**src/rtl/adc_seq_pkg.sv**
```systemverilog
package adc_seq_pkg;

    typedef enum logic [3:0] {
        S_RST_HI,
        S_RST_LO,
        S_WR_STRB,
        S_WR_GAP,
        S_IDLE,
        S_CONV_LO,
        S_WAIT_BUSY,
        S_RD_STRB,
        S_RD_GAP
    } seq_state_t;

endpackage

```
**src/rtl/adc_cycle_timer.sv**
```systemverilog
// Loadable down-counter; done is high while the count sits at zero.
module adc_cycle_timer #(
    parameter int W = 8,
    parameter logic [W-1:0] RST_VAL = '0
) (
    input  logic         clk,
    input  logic         rst_n,
    input  logic         load,
    input  logic [W-1:0] load_val,
    output logic         done
);

    logic [W-1:0] cnt;

    always_ff @(posedge clk) begin
        if (!rst_n) begin
            cnt <= RST_VAL;
        end else if (load) begin
            cnt <= load_val;
        end else if (cnt != '0) begin
            cnt <= cnt - 1'b1;
        end
    end

    assign done = (cnt == '0);

    // the interval count steps down one per cycle when not reloaded
    a_r2_timer_step: assert property (@(posedge clk) disable iff (!rst_n)
        (!load && cnt != '0) |=> (cnt == $past(cnt) - 1'b1));

endmodule

```
**src/rtl/adc_busy_guard.sv**
```systemverilog
// Synchronises the busy line, flags its falling edge and times the wait.
module adc_busy_guard #(
    parameter int SYNC = 2,
    parameter int TMO  = 1024
) (
    input  logic clk,
    input  logic rst_n,
    input  logic busy_raw,
    input  logic arm,
    output logic busy_fall,
    output logic timeout
);

    localparam int TCW = $clog2(TMO + 1);

    logic [SYNC-1:0] sync_q;
    logic            busy_s;
    logic            busy_prev;
    logic [TCW-1:0]  wait_cnt;

    generate
        if (SYNC == 1) begin : g_one
            always_ff @(posedge clk) begin
                if (!rst_n) sync_q <= '0;
                else        sync_q <= busy_raw;
            end
        end else begin : g_many
            always_ff @(posedge clk) begin
                if (!rst_n) sync_q <= '0;
                else        sync_q <= {sync_q[SYNC-2:0], busy_raw};
            end
        end
    endgenerate

    assign busy_s = sync_q[SYNC-1];

    always_ff @(posedge clk) begin
        if (!rst_n) begin
            busy_prev <= 1'b0;
            wait_cnt  <= '0;
        end else begin
            busy_prev <= busy_s;
            if (!arm)          wait_cnt <= '0;
            else if (!timeout) wait_cnt <= wait_cnt + 1'b1;
        end
    end

    assign busy_fall = busy_prev && !busy_s;
    assign timeout   = arm && (wait_cnt == TCW'(TMO - 1));

endmodule

```
**src/rtl/adc_word_merge.sv**
```systemverilog
// Captures bus data at the end of a read strobe and forms results.
module adc_word_merge #(
    parameter int DW = 16,
    parameter int CW = 3
) (
    input  logic          clk,
    input  logic          rst_n,
    input  logic          cap,
    input  logic          byte_mode,
    input  logic          hi_half,
    input  logic [CW-1:0] chan,
    input  logic [DW-1:0] db_in,
    output logic          out_valid,
    output logic [CW-1:0] out_chan,
    output logic [DW-1:0] out_data
);

    localparam int BW = DW / 2;

    logic [BW-1:0] lo_q;

    always_ff @(posedge clk) begin
        if (!rst_n) begin
            lo_q      <= '0;
            out_valid <= 1'b0;
            out_chan  <= '0;
            out_data  <= '0;
        end else begin
            out_valid <= 1'b0;
            if (cap) begin
                if (byte_mode && !hi_half) begin
                    lo_q <= db_in[DW-1:BW];
                end else begin
                    out_valid <= 1'b1;
                    out_chan  <= chan;
                    out_data  <= byte_mode ? {db_in[DW-1:BW], lo_q} : db_in;
                end
            end
        end
    end

    // a result pulse never lasts more than one cycle
    a_r3_valid_pulse: assert property (@(posedge clk) disable iff (!rst_n)
        out_valid |=> !out_valid);

endmodule

```
**src/rtl/adc_bus_seq.sv**
```systemverilog
module adc_bus_seq
    import adc_seq_pkg::*;
#(
    parameter int NCH         = 6,
    parameter int DW          = 16,
    parameter int RST_CYC     = 25,
    parameter int RST_GAP_CYC = 4,
    parameter int CONV_LO_CYC = 4,
    parameter int STRB_CYC    = 3,
    parameter int GAP_CYC     = 2,
    parameter int BUSY_TMO    = 1024,
    parameter int SYNC        = 2,
    localparam int CW         = (NCH > 1) ? $clog2(NCH) : 1
) (
    input  logic          clk,
    input  logic          rst_n,
    input  logic          conv_req,
    input  logic          reinit_req,
    input  logic          stby_req,
    input  logic          cfg_byte_mode,
    input  logic          cfg_soft_mode,
    input  logic          cfg_range_sel,
    input  logic [DW-1:0] cfg_ctrl_word,
    output logic          adc_reset,
    output logic          adc_convst,
    output logic          adc_cs_n,
    output logic          adc_rd_n,
    output logic          adc_wr_n,
    output logic          adc_hben,
    output logic          adc_range,
    output logic          adc_stby_n,
    output logic [DW-1:0] adc_db_out,
    output logic          adc_db_oe,
    input  logic          adc_busy,
    input  logic [DW-1:0] adc_db_in,
    output logic          res_valid,
    output logic [CW-1:0] res_chan,
    output logic [DW-1:0] res_data,
    output logic          busy_err,
    output logic          seq_idle
);

    localparam int MAX_A = (RST_CYC > RST_GAP_CYC) ? RST_CYC : RST_GAP_CYC;
    localparam int MAX_B = (CONV_LO_CYC > STRB_CYC) ? CONV_LO_CYC : STRB_CYC;
    localparam int MAX_C = (MAX_A > MAX_B) ? MAX_A : MAX_B;
    localparam int MAXC  = (MAX_C > GAP_CYC) ? MAX_C : GAP_CYC;
    localparam int TW    = $clog2(MAXC + 1);

    localparam logic [TW-1:0] LD_RST  = TW'(RST_CYC - 1);
    localparam logic [TW-1:0] LD_RGAP = TW'(RST_GAP_CYC - 1);
    localparam logic [TW-1:0] LD_CONV = TW'(CONV_LO_CYC - 1);
    localparam logic [TW-1:0] LD_STRB = TW'(STRB_CYC - 1);
    localparam logic [TW-1:0] LD_GAP  = TW'(GAP_CYC - 1);
    localparam logic [CW-1:0] LAST_CH = CW'(NCH - 1);

    seq_state_t     state_q, state_d;
    logic           tmr_load;
    logic [TW-1:0]  tmr_val;
    logic           tmr_done;
    logic           busy_fall, tmo_hit, cap;
    logic           range_q, byte_q, half_q, last_q, pend_q, err_q;
    logic [CW-1:0]  chan_q;
    logic [DW-1:0]  ctrl_q;

    // ---------------- sub-blocks ----------------
    adc_cycle_timer #(
        .W       (TW),
        .RST_VAL (LD_RST)
    ) u_timer (
        .clk      (clk),
        .rst_n    (rst_n),
        .load     (tmr_load),
        .load_val (tmr_val),
        .done     (tmr_done)
    );

    adc_busy_guard #(
        .SYNC (SYNC),
        .TMO  (BUSY_TMO)
    ) u_guard (
        .clk       (clk),
        .rst_n     (rst_n),
        .busy_raw  (adc_busy),
        .arm       (state_q == S_WAIT_BUSY),
        .busy_fall (busy_fall),
        .timeout   (tmo_hit)
    );

    assign cap = (state_q == S_RD_STRB) && tmr_done;

    adc_word_merge #(
        .DW (DW),
        .CW (CW)
    ) u_merge (
        .clk       (clk),
        .rst_n     (rst_n),
        .cap       (cap),
        .byte_mode (byte_q),
        .hi_half   (half_q),
        .chan      (chan_q),
        .db_in     (adc_db_in),
        .out_valid (res_valid),
        .out_chan  (res_chan),
        .out_data  (res_data)
    );

    // ---------------- next-state logic ----------------
    always_comb begin
        state_d  = state_q;
        tmr_load = 1'b0;
        tmr_val  = '0;
        unique case (state_q)
            S_RST_HI: begin
                if (tmr_done) begin
                    state_d  = S_RST_LO;
                    tmr_load = 1'b1;
                    tmr_val  = LD_RGAP;
                end
            end
            S_RST_LO: begin
                if (tmr_done) begin
                    if (cfg_soft_mode) begin
                        state_d  = S_WR_STRB;
                        tmr_load = 1'b1;
                        tmr_val  = LD_STRB;
                    end else begin
                        state_d = S_IDLE;
                    end
                end
            end
            S_WR_STRB: begin
                if (tmr_done) begin
                    state_d  = S_WR_GAP;
                    tmr_load = 1'b1;
                    tmr_val  = LD_GAP;
                end
            end
            S_WR_GAP: begin
                if (tmr_done) state_d = S_IDLE;
            end
            S_IDLE: begin
                if (pend_q || reinit_req) begin
                    state_d  = S_RST_HI;
                    tmr_load = 1'b1;
                    tmr_val  = LD_RST;
                end else if (conv_req && !stby_req) begin
                    state_d  = S_CONV_LO;
                    tmr_load = 1'b1;
                    tmr_val  = LD_CONV;
                end
            end
            S_CONV_LO: begin
                if (tmr_done) state_d = S_WAIT_BUSY;
            end
            S_WAIT_BUSY: begin
                if (busy_fall) begin
                    state_d  = S_RD_STRB;
                    tmr_load = 1'b1;
                    tmr_val  = LD_STRB;
                end else if (tmo_hit) begin
                    state_d = S_IDLE;
                end
            end
            S_RD_STRB: begin
                if (tmr_done) begin
                    state_d  = S_RD_GAP;
                    tmr_load = 1'b1;
                    tmr_val  = LD_GAP;
                end
            end
            S_RD_GAP: begin
                if (tmr_done) begin
                    if (last_q) begin
                        state_d = S_IDLE;
                    end else begin
                        state_d  = S_RD_STRB;
                        tmr_load = 1'b1;
                        tmr_val  = LD_STRB;
                    end
                end
            end
            default: state_d = S_IDLE;
        endcase
    end

    // ---------------- state register ----------------
    always_ff @(posedge clk) begin
        if (!rst_n) state_q <= S_RST_HI;
        else        state_q <= state_d;
    end

    // ---------------- sequencing registers ----------------
    always_ff @(posedge clk) begin
        if (!rst_n) begin
            range_q <= 1'b0;
            byte_q  <= 1'b0;
            half_q  <= 1'b0;
            last_q  <= 1'b0;
            pend_q  <= 1'b0;
            err_q   <= 1'b0;
            chan_q  <= '0;
            ctrl_q  <= '0;
        end else begin
            if (state_q == S_IDLE && state_d == S_RST_HI) pend_q <= 1'b0;
            else if (reinit_req)                          pend_q <= 1'b1;

            if (state_q == S_IDLE && state_d == S_CONV_LO) begin
                range_q <= cfg_range_sel;
                byte_q  <= cfg_byte_mode;
            end

            if (state_q == S_RST_LO && tmr_done && cfg_soft_mode) ctrl_q <= cfg_ctrl_word;

            if (state_q == S_WAIT_BUSY && busy_fall) begin
                chan_q <= '0;
                half_q <= 1'b0;
                last_q <= 1'b0;
            end

            if (cap) begin
                if (byte_q && !half_q) begin
                    half_q <= 1'b1;
                end else begin
                    half_q <= 1'b0;
                    chan_q <= chan_q + 1'b1;
                end
                last_q <= (chan_q == LAST_CH) && (!byte_q || half_q);
            end

            if (state_q == S_WAIT_BUSY && tmo_hit && !busy_fall) err_q <= 1'b1;
        end
    end

    // ---------------- output decode ----------------
    always_comb begin
        adc_reset  = 1'b0;
        adc_convst = 1'b1;
        adc_cs_n   = 1'b1;
        adc_rd_n   = 1'b1;
        adc_wr_n   = 1'b1;
        adc_db_oe  = 1'b0;
        adc_db_out = '0;
        seq_idle   = 1'b0;
        unique case (state_q)
            S_RST_HI:  adc_reset = 1'b1;
            S_CONV_LO: adc_convst = 1'b0;
            S_WR_STRB: begin
                adc_cs_n   = 1'b0;
                adc_wr_n   = 1'b0;
                adc_db_oe  = 1'b1;
                adc_db_out = ctrl_q;
            end
            S_RD_STRB: begin
                adc_cs_n = 1'b0;
                adc_rd_n = 1'b0;
            end
            S_IDLE:    seq_idle = 1'b1;
            default: ;
        endcase
    end

    assign adc_hben   = byte_q && half_q;
    assign adc_range  = range_q;
    assign adc_stby_n = !stby_req;
    assign busy_err   = err_q;

    // ---------------- assertions ----------------
    a_r2_convst_high_in_reset: assert property (@(posedge clk) disable iff (!rst_n)
        adc_reset |-> adc_convst);

    a_r4_read_strobe_paired: assert property (@(posedge clk) disable iff (!rst_n)
        !adc_rd_n |-> (!adc_cs_n && adc_wr_n));

    a_r7_write_strobe_paired: assert property (@(posedge clk) disable iff (!rst_n)
        !adc_wr_n |-> (!adc_cs_n && adc_db_oe && adc_rd_n));

    a_r6_range_held: assert property (@(posedge clk) disable iff (!rst_n)
        (!seq_idle && !$past(seq_idle)) |-> $stable(adc_range));

    a_r3_chan_in_range: assert property (@(posedge clk) disable iff (!rst_n)
        res_valid |-> ({1'b0, res_chan} < (CW + 1)'(NCH)));

    a_r8_reset_from_idle: assert property (@(posedge clk) disable iff (!rst_n)
        $rose(adc_reset) |-> $past(seq_idle));

    a_r9_timeout_to_idle: assert property (@(posedge clk) disable iff (!rst_n)
        (state_q == S_WAIT_BUSY && tmo_hit && !busy_fall) |=> (seq_idle && busy_err));

    a_r10_no_convert_in_standby: assert property (@(posedge clk) disable iff (!rst_n)
        (seq_idle && stby_req && !pend_q && !reinit_req) |=> adc_convst);

endmodule

```
**config.mk**
```make
export PLATFORM = sky130hd
export DESIGN_NAME = adc_bus_seq
export DESIGN_NICKNAME = d
export VERILOG_FILES = /design/src/rtl/adc_seq_pkg.sv /design/src/rtl/adc_cycle_timer.sv /design/src/rtl/adc_busy_guard.sv /design/src/rtl/adc_word_merge.sv /design/src/rtl/adc_bus_seq.sv
export SDC_FILE = /design/constraint.sdc
export NUM_CORES = 1
export LEC_CHECK = 0
export ABC_AREA = 1
export BUFFER_PORTS_ARGS = -buffer_cell sky130_fd_sc_hd__buf_4
export CELL_PAD_IN_SITES_DETAIL_PLACEMENT = 0
export CELL_PAD_IN_SITES_GLOBAL_PLACEMENT = 1
export CORE_MARGIN = 4
export CORE_UTILIZATION = 40
export DETAILED_ROUTE_END_ITERATION = 7
export GPL_ROUTABILITY_DRIVEN = 1
export PLACE_DENSITY_LB_ADDON = 0.1
export REMOVE_ABC_BUFFERS = 1
export SLEW_MARGIN = 20
export SYNTH_ARGS = -nofsm -noshare
export SYNTH_HDL_FRONTEND = slang
export SYNTH_SLANG_ARGS = --single-unit
```
**constraint.sdc**
```tcl
create_clock -name clk -period 3.95 [get_ports clk]
set_clock_uncertainty 0.15 [all_clocks]
set_input_delay 0.79 -clock clk [delete_from_list [all_inputs] [get_ports clk]]
set_output_delay 0.79 -clock clk [all_outputs]
set_load 0.02 [all_outputs]
```
# After elaboration in Yosys (flattened, before gate mapping)
# Index checks and enable logic that the tools add are counted.
# Widths: inputs -> output; s select.
# word_totals
ff_bits	76
inputBits	41
# classes
add_sub_neg	3
eq_ne	11
mux	52
n_bitwise	2
reduce_logical	34
# op_table
cell	count
$mux 4	11
$pmux 4 s9	1
$pmux 5 s6	1
$mux 1	21
$eq 4x3->1 const B	5
$mux 16	1
$mux 2	8
$mux 5	3
$logic_and 1x1->1	14
$mux 3	4
$add 11x1->11 const B	1
$eq 11x10->1 const B	1
$eq 4x2->1 const B	2
$logic_not 4->1	2
$mux 8	1
$reduce_and 2->1	4
$logic_not 1->1	5
$logic_not 5->1	1
$pmux 1 s5	1
$reduce_bool 5->1	1
$sub 5x1->5 const B	1
$eq 4x1->1 const B	1
$eq 4x4->1 const B	1
$reduce_bool 2->1	2
6 further kinds	9

# Depth between registers and ports, before layout
# Gate-level depths: netlist of the first run.
# logic_depth
depth_word	8
ltp_mapped	12
mapped_depth_nobuf	11

# By module
# Synthesis of the first run repeated with hierarchy kept, for this count alone.
# hier_totals
cells_unflattened	565
area_unflattened_um2	3807.4
# by_module_without_submodules
module	n_inst	cells_per_inst	area_per_inst_um2	seq_area_each_um2
adc_bus_seq	1	235	1555.2	580.6
adc_word_merge	1	188	1270.0	560.5
adc_busy_guard	1	99	679.4	280.3
adc_cycle_timer	1	43	302.8	100.1

# Worst setup path after synthesis of the first run
# Ideal clock, no wire load.
# synth_path
kind	register to output
from	register state_q[1]
to	output port adc_db_out[10]
t_arrival_ps	1340
t_required_ps	3010
setup_slack_ps	1670
stages_incl_launch_ff	7
n_path_buf	2
path_cell_list	dfxtp_1 inv_1 nor2_2 nand2_1 clkbuf_1 buf_2 nor2_1
# synth_via
elab_chain_cells	2
# synth_rtl
item	line_no	text
start: declaration	adc_bus_seq.sv:56	seq_state_t state_q, state_d;
start signal: assignment	adc_bus_seq.sv:189	else state_q <= state_d;
$eq 4x2->1	adc_bus_seq.sv:244	unique case (state_q)
$mux 16	adc_bus_seq.sv:244	
end: declaration	adc_bus_seq.sv:32	output logic [DW-1:0] adc_db_out,
# No other way between the ends.

# Final worst setup path of the first run
# layout_path
from	register state_q[1]
to	output port adc_db_out[6]
# Same word-level chain as after synthesis.

==> metrics.cfg, run 1 <==
[layout]
nNetsFinal = 604
final_common_cell = nand2_1
num_antenna_cells = 0
final_cell_mix = 103 x nand2_1, 88 x buf_4, 76 x dfxtp_1, 62 x inv_1, 52 x a21oi_1
drive_gt1_frac = 0.2238
nFillCells = 806
area_growth_pct = 27.30
final_util = 0.5301

[clocking]
htreeDepth = 3
cts_sinks = 76
clock-root-buffer = clkbuf_8
cts_inserted_buffers = 9
postCtsHoldBufs = 0
cts.path.max_buffers = 2
worst_skew_pair.late_latency_ps = 350
clkSlewWorstSetupHoldPaths_ps = 80
cts_tree = yes
cts_setup_buffers = 0
cts_resized = 0

[sta]
finalCritPeriodShare = 0.6932
drv_slew = 0
hold_slack_ps = 277.0
report.final.hold_viol_count = 0
min_period_ps = 2738
fmax_ghz = 0.3652
rsz0062_at_grt = false
worst_pin_slew_ps = 899.0
tns_ps = 0
relSlewSlack = 0.3985
setup_viol = 0

[grt]
grt_max_degree = 38
grt_pass1_vias = 2956
antenna_found_initial = 0
track_usage = 0.1732
grt_overflow = 0
grt_pass1_wl_um = 14090

[synthesis]
synth_seq_cells = 76
synth_area_leaders = dfxtp_1 44%, nand2_1 11%, a21oi_1 7.5%, inv_1 6.7%, nor2_1 4.6%
synthCells = 477
syn-cell-area_mm2 = 0.003456
synth_top_cell_by_area = dfxtp_1
synth.distinct_cells = 34
ys_seq_area_frac = 0.4403
syn_avg_cell_area_um2 = 7.245
yosysWarnings = 0
yosys.area.top_type_share = 0.4403

[detailed_routing]
drtPass1Iterations = 5
via_per_inst = 4.720
drt_iter0_drc = 158
drc = 0
wire_per_inst_um = 12.48
wl_um = 8336
via_count = 3153
ant_nets = 0

[placement]
hpwl_um = 6024
gp_congestion = 0.8047
port_buffers = 87

[setup_path]
cp_slowest_stage_delay_ps = 420
ff2ff_path_depth = 7
crit_fanout = 21
critical_path_arrival_ps = 1800
worstPathRequired_ps = 3010
cpMaxStageDelayCell = nand2_1
crit_chain = inv_1 -> nor2_2 -> nand2_1 -> nor2_1 -> buf_4
critPathKind = reg -> out
setup.worst_path.end_class = primary output
startpoint_type = flip-flop

[floorplan]
start_util = 0.4164
num_rows = 33
die-height_um = 101.0
dieArea_mm2 = 0.01019
io_pins = 88
coreArea_mm2 = 0.008299
die_w_um = 101.0

[power_and_ir_drop]
vdd_drop_max_uv = 194.4
p_leak_nw = 1.943
p_per_area_mw_per_mm2 = 383.3

[outcome]
outcome = finished, final reports clean

[flow_run]
cap_violations = 0

[min_path]
min_path_cells = 2
min_path_type = reg -> reg

[cells in the mapped netlist]
| cell | count |
|---|---|
| nand2_1 | 103 |
| dfxtp_1 | 76 |
| inv_1 | 62 |
| a21oi_1 | 52 |
| nor2_1 | 42 |
| o21ai_0 | 30 |
| nand3_1 | 26 |
| a31oi_1 | 10 |
| clkbuf_1 | 9 |
| nand4_1 | 7 |
| buf_2 | 5 |
| ha_1 | 5 |
| inv_2 | 5 |
| nor2_2 | 5 |
| xnor2_1 | 5 |
| xor2_1 | 5 |
| nor3_1 | 4 |
| o21ai_1 | 4 |
| buf_4 | 2 |
| buf_6 | 2 |
| nand2_4 | 2 |
| nor2_4 | 2 |
| nor3_2 | 2 |
| or2_2 | 2 |
| a211oi_1 | 1 |
| a21oi_2 | 1 |
| inv_4 | 1 |
| nand3_4 | 1 |
| nand3b_1 | 1 |
| nor2_8 | 1 |
| nor4_1 | 1 |
| o211ai_1 | 1 |
| o21bai_1 | 1 |
| o31ai_1 | 1 |
[kinds of logic (layout without fill, tap and decap cells)]
| kind of cell | Yosys count | count (layout) | synth area share |
|---|---|---|---|
| AO/OA/AOI/OAI | 101 | 101 | 0.1539 |
| flip-flops | 76 | 76 | 0.4403 |
| adder cells (fa/ha/maj) | 5 | 5 | 0.01810 |
| XOR/XNOR | 10 | 10 | 0.02534 |
| AND/OR/NAND/NOR | 199 | 199 | 0.2600 |
| buffers and inverters | 86 | 172 | 0.1025 |
[area by class of cell]
| type | instances | area [um2] | area share |
|---|---|---|---|
| clock buffer | 9 | 123.9 | 0.02816 |
| clock inverter | 7 | 123.9 | 0.02816 |
| inverter | 68 | 257.7 | 0.05859 |
| multi-input combinational | 315 | 1580 | 0.3592 |
| sequential | 76 | 1521 | 0.3458 |
| tap | 105 | 131.4 | 0.02986 |
| timing repair buffer | 88 | 660.6 | 0.1502 |
[through the flow]
step / worst slack (ps) / total power [mW] / instances / cell area [um2]
floorplan: 1456 / 0.9158 / 459 / 3359
global placement: 1631 / 0.9732 / 652 / 4151
detailed placement: 1556 / 0.9754 / 652 / 4151
CTS: 1161 / 1.711 / 668 / 4399
global route: 911.9 / 1.763 / 668 / 4399
finish: 1212 / 1.686 / 668 / 4399
[sequential cells by signal, summed over array words and instances, names as in the netlist, 2 cells and up]
| register | flops |
|---|---|
| chan_q | 3 |
| ctrl_q | 16 |
| state_q | 4 |
| u_guard.sync_q | 2 |
| u_guard.wait_cnt | 11 |
| u_merge.lo_q | 8 |
| u_merge.out_chan | 3 |
| u_merge.out_data | 16 |
| u_timer.cnt | 5 |
[report_power, final]
| group | switching, mW | internal, mW | leakage (nW) |
|---|---|---|---|
| registers | 0.0117 | 0.784 | 0.614 |
| logic | 0.0852 | 0.0747 | 1.21 |
| clock network | 0.307 | 0.424 | 0.120 |
| total | 0.404 | 1.28 | 1.94 |
[critical path, delay by kind of cell, from the launching register on]
family | cells | cell delay [ps]
buf+inv | 2 | 270
simple gates | 3 | 790
flops | 1 | 380
[per-layer routing]
layer  share of wire  vias to the layer above  wire length [um]  track usage
met3           0.050                        9               420      0.04775
met5               0                        -                 0            0
met2            0.46                       72              3830       0.2739
met4          0.0094                        0                78      0.06135
li1                -                     1687                 -            -
met1            0.48                     1385              4005       0.2269
[worst paths after layout]
path / to / slack (ps) / from
worst min-delay path: u_guard.sync_q[1] / 280 / u_guard.sync_q[0]
worst max-delay path: adc_db_out[6] / 1210 / state_q[1]
worst max register to register: u_timer.cnt[3] / 1720 / state_q[3]
worst min register to register: u_guard.sync_q[1] / 280 / u_guard.sync_q[0]
(Power assumes the default switching activity.)
==> inputs of run 2 (changes only) <==
ABC_AREA = 0   (was 1)
clock period = 2.74 ns   (was 3.95 ns; I/O delays follow)
==> metrics.cfg, run 2 <==
[outcome]
outcome = finished, final reports clean  ; unchanged

[sta]
worst_pin_slew_ps = 597.1  ; was 899.0 ps
worst_slack_ps = 172.8  ; was 1212 ps
finalCritPeriodShare = 0.9370
setup_viol = 0  ; unchanged
rsz0062_at_grt = false  ; unchanged
relSlewSlack = 0.6014  ; was 0.3985
fmax_ghz = 0.3895
min_period_ps = 2567
report.final.hold_viol_count = 0  ; unchanged
drv_slew = 0  ; unchanged
hold_slack_ps = 255.1  ; was 277.0 ps

[layout]
nNetsFinal = 518  ; was 604
reg_top3 = ctrl_q (16), u_merge.out_data (16), u_guard.wait_cnt (11)  ; unchanged
final_common_cell = buf_4  ; was nand2_1
area_growth_pct = 27.09  ; was 27.30%
nFillCells = 857  ; was 806
finalInstanceArea_mm2 = 0.004519  ; was 0.004399 mm2
drive_gt1_frac = 0.2600  ; was 0.2238
fin_cells = 585  ; was 668
num_antenna_cells = 0  ; unchanged
final_cell_mix = 97 x buf_4, 76 x dfxtp_1, 43 x nand2_1, 35 x mux2i_1, 32 x nor2b_1  ; was 103 x nand2_1, 88 x buf_4, 76 x dfxtp_1, 62 x inv_1, 52 x a21oi_1

[synthesis]
muxShareOfSynthArea = 0.09852  ; was 0
synth_compound_area_frac = 0.1200  ; was 0.1539
synth_seq_cells = 76  ; unchanged
synth_top_cell_by_area = dfxtp_1  ; unchanged
syn_avg_cell_area_um2 = 9.165  ; was 7.245 um2
synth_ff_type = dfxtp_1  ; unchanged
synthXorXnorAreaFrac = 0.02463  ; was 0.02534
synthAdderAreaFrac = 0.01759  ; was 0.01810
yosysWarnings = 0  ; unchanged
async_reset_ff_frac = 0  ; unchanged
synthTopCellsByCount = 76 x dfxtp_1, 43 x nand2_1, 35 x mux2i_1  ; was 103 x nand2_1, 76 x dfxtp_1, 62 x inv_1
synth-simple-area-share = 0.2706  ; was 0.2600
yosys.area.top_type_share = 0.4279  ; was 0.4403
syn-cell-area_mm2 = 0.003556  ; was 0.003456 mm2
synth.distinct_cells = 52  ; was 34
synth_top_family_by_area = simple AND/OR/NAND/NOR gates  ; unchanged
yosysMostFrequentCell = dfxtp_1  ; was nand2_1
synthCells = 388  ; was 477
ys_seq_area_frac = 0.4279  ; was 0.4403
synth_area_leaders = dfxtp_1 43%, mux2i_1 9.9%, nor2b_1 5.6%, nand2_1 4.5%, and2_1 4.2%  ; was dfxtp_1 44%, nand2_1 11%, a21oi_1 7.5%, inv_1 6.7%, nor2_1 4.6%
synth_edf_count = 0  ; unchanged

[detailed_routing]
wl_um = 8336  ; unchanged
drc = 0  ; unchanged
drt_iter0_drc = 77  ; was 158
via_per_inst = 4.985  ; was 4.720
via_count = 2916  ; was 3153
ant_nets = 0  ; unchanged
drtPass1Iterations = 4  ; was 5
wire_per_inst_um = 14.25  ; was 12.48 um

[setup_path]
worstPathRequired_ps = 2040  ; was 3010 ps
cp_slowest_stage_delay_ps = 740  ; was 420 ps
crit_chain = or4b_2 -> inv_1 -> buf_4  ; was inv_1 -> nor2_2 -> nand2_1 -> nor2_1 -> buf_4
path_delay_family = simple AND/OR/NAND/NOR gates  ; unchanged
startpoint_type = flip-flop  ; unchanged
crit_fanout = 19  ; was 21
critical_path_arrival_ps = 1870  ; was 1800 ps
critPathKind = reg -> out  ; unchanged
setup.worst_path.end_class = primary output  ; unchanged
cpMaxStageDelayCell = or4b_2  ; was nand2_1
path_buf_inv = 2  ; unchanged

[clocking]
cts_setup_buffers = 0  ; unchanged
clock-root-buffer = clkbuf_8  ; unchanged
worst_skew_pair.late_latency_ps = 350  ; about the same
postCtsHoldBufs = 0  ; unchanged
clkSlewWorstSetupHoldPaths_ps = 90  ; was 80 ps
htreeDepth = 3  ; unchanged
cts.path.max_buffers = 2  ; unchanged
cts_inserted_buffers = 9  ; unchanged
cts_tree = yes  ; unchanged
cts_sinks = 76  ; unchanged
cts_resized = 0  ; unchanged

[grt]
antenna_found_initial = 0  ; unchanged
grt_pass1_vias = 2804  ; was 2956
grt_overflow = 0  ; unchanged
grt_pass1_wl_um = 13620  ; was 14090 um
grt_max_degree = 54  ; was 38
track_usage = 0.1639  ; was 0.1732

[placement]
hpwl_um = 5940  ; was 6024 um
post-place-ws_ps = 555.8  ; was 1556 ps
port_buffers = 87  ; unchanged
gp_congestion = 0.8206  ; was 0.8047
dpl_cell_area_mm2 = 0.004338  ; was 0.004151 mm2
placed_cells = 569  ; was 652

[power_and_ir_drop]
vdd_drop_max_uv = 298.6  ; was 194.4 uV
p_leak_nw = 1.842  ; was 1.943 nW
total_power_mw = 2.129  ; was 1.686 mW
p_per_area_mw_per_mm2 = 471.1  ; was 383.3 mW/mm2

[floorplan]
die-height_um = 102.3  ; was 101.0 um
dieArea_mm2 = 0.01046  ; was 0.01019 mm2
die_w_um = 102.3  ; was 101.0 um
num_rows = 34  ; was 33
start_util = 0.4097  ; was 0.4164
io_pins = 88  ; unchanged
coreArea_mm2 = 0.008678  ; was 0.008299 mm2

[min_path]
min_path_type = in -> reg  ; was reg -> reg

[flow_run]
cap_violations = 0  ; unchanged

==> run 2: cell types whose count changed after synthesis, moves of 22 or more <==
cell     delta
nand2_1    -60
inv_1      -52
a21oi_1    -48
mux2i_1    +35
nor2b_1    +32
o21ai_0    -25
and2_1     +24
nor2_1     -22
==> run 2: path summary, 6_finish.rpt <==
check        cells past startpoint  slack [ps]         startpoint                 to
max reg2reg                      5         550         state_q[0]             last_q
min reg2reg                      1         300  u_guard.sync_q[0]  u_guard.sync_q[1]
min                              2         260           adc_busy  u_guard.sync_q[0]
max                              3         170         state_q[0]           seq_idle
==> run 2: layer usage <==
metal,GRT usage,wire length (um)
met4,0.03633,72
met1,0.2102,3771
met2,0.2609,3941
met3,0.06553,551
met5,0,0
==> run 2: per-stage QoR <==
| step | utilization | setup TNS [ps] |
|---|---|---|
| 6_report | 0.5208 | 0 |
| 5_1_grt | 0.5208 | 0 |
| 4_1_cts | 0.5208 | 0 |
| 3_5_place_dp | 0.4999 | 0 |
| 3_3_place_gp | 0.4999 | 0 |
| 2_1_floorplan | - | -11030 |
==> run 2: logic make-up (layout without fill, tap and decap cells) <==
group / Yosys count / in the layout
XOR/XNOR: 10 / 10
AO/OA/AOI/OAI: 56 / 56
multiplexers: 35 / 35
adder cells (fa/ha/maj): 5 / 5
buffers and inverters: 35 / 124
flip-flops: 76 / 76
AND/OR/NAND/NOR: 171 / 171
==> run 2: area by class of cell <==
type,instances,area [um2],share of cell area
Clock inverter,7,57.56,0.01274
Multi-Input combinational cell,277,1896,0.4194
Timing Repair Buffer,98,748.2,0.1656
Clock buffer,9,123.9,0.02741
Tap cell,108,135.1,0.02990
Sequential cell,76,1521,0.3367
Inverter,10,37.54,0.008306
==> run 2: worst register-to-register path, delay by kind of cell, from the launching register on <==
family                 cells  cell delay [ps]
DFF                        1              710
buffers and inverters      1              210
and+or+nand+nor            3              900
AOI/OAI and AO/OA          1              160
==> run 2: where the power goes <==
part / total (mW) / switching, mW / internal [mW]
sequential: 1.16 / 0.0318 / 1.13
combinational: 0.165 / 0.0678 / 0.0969
clock: 0.805 / 0.462 / 0.343
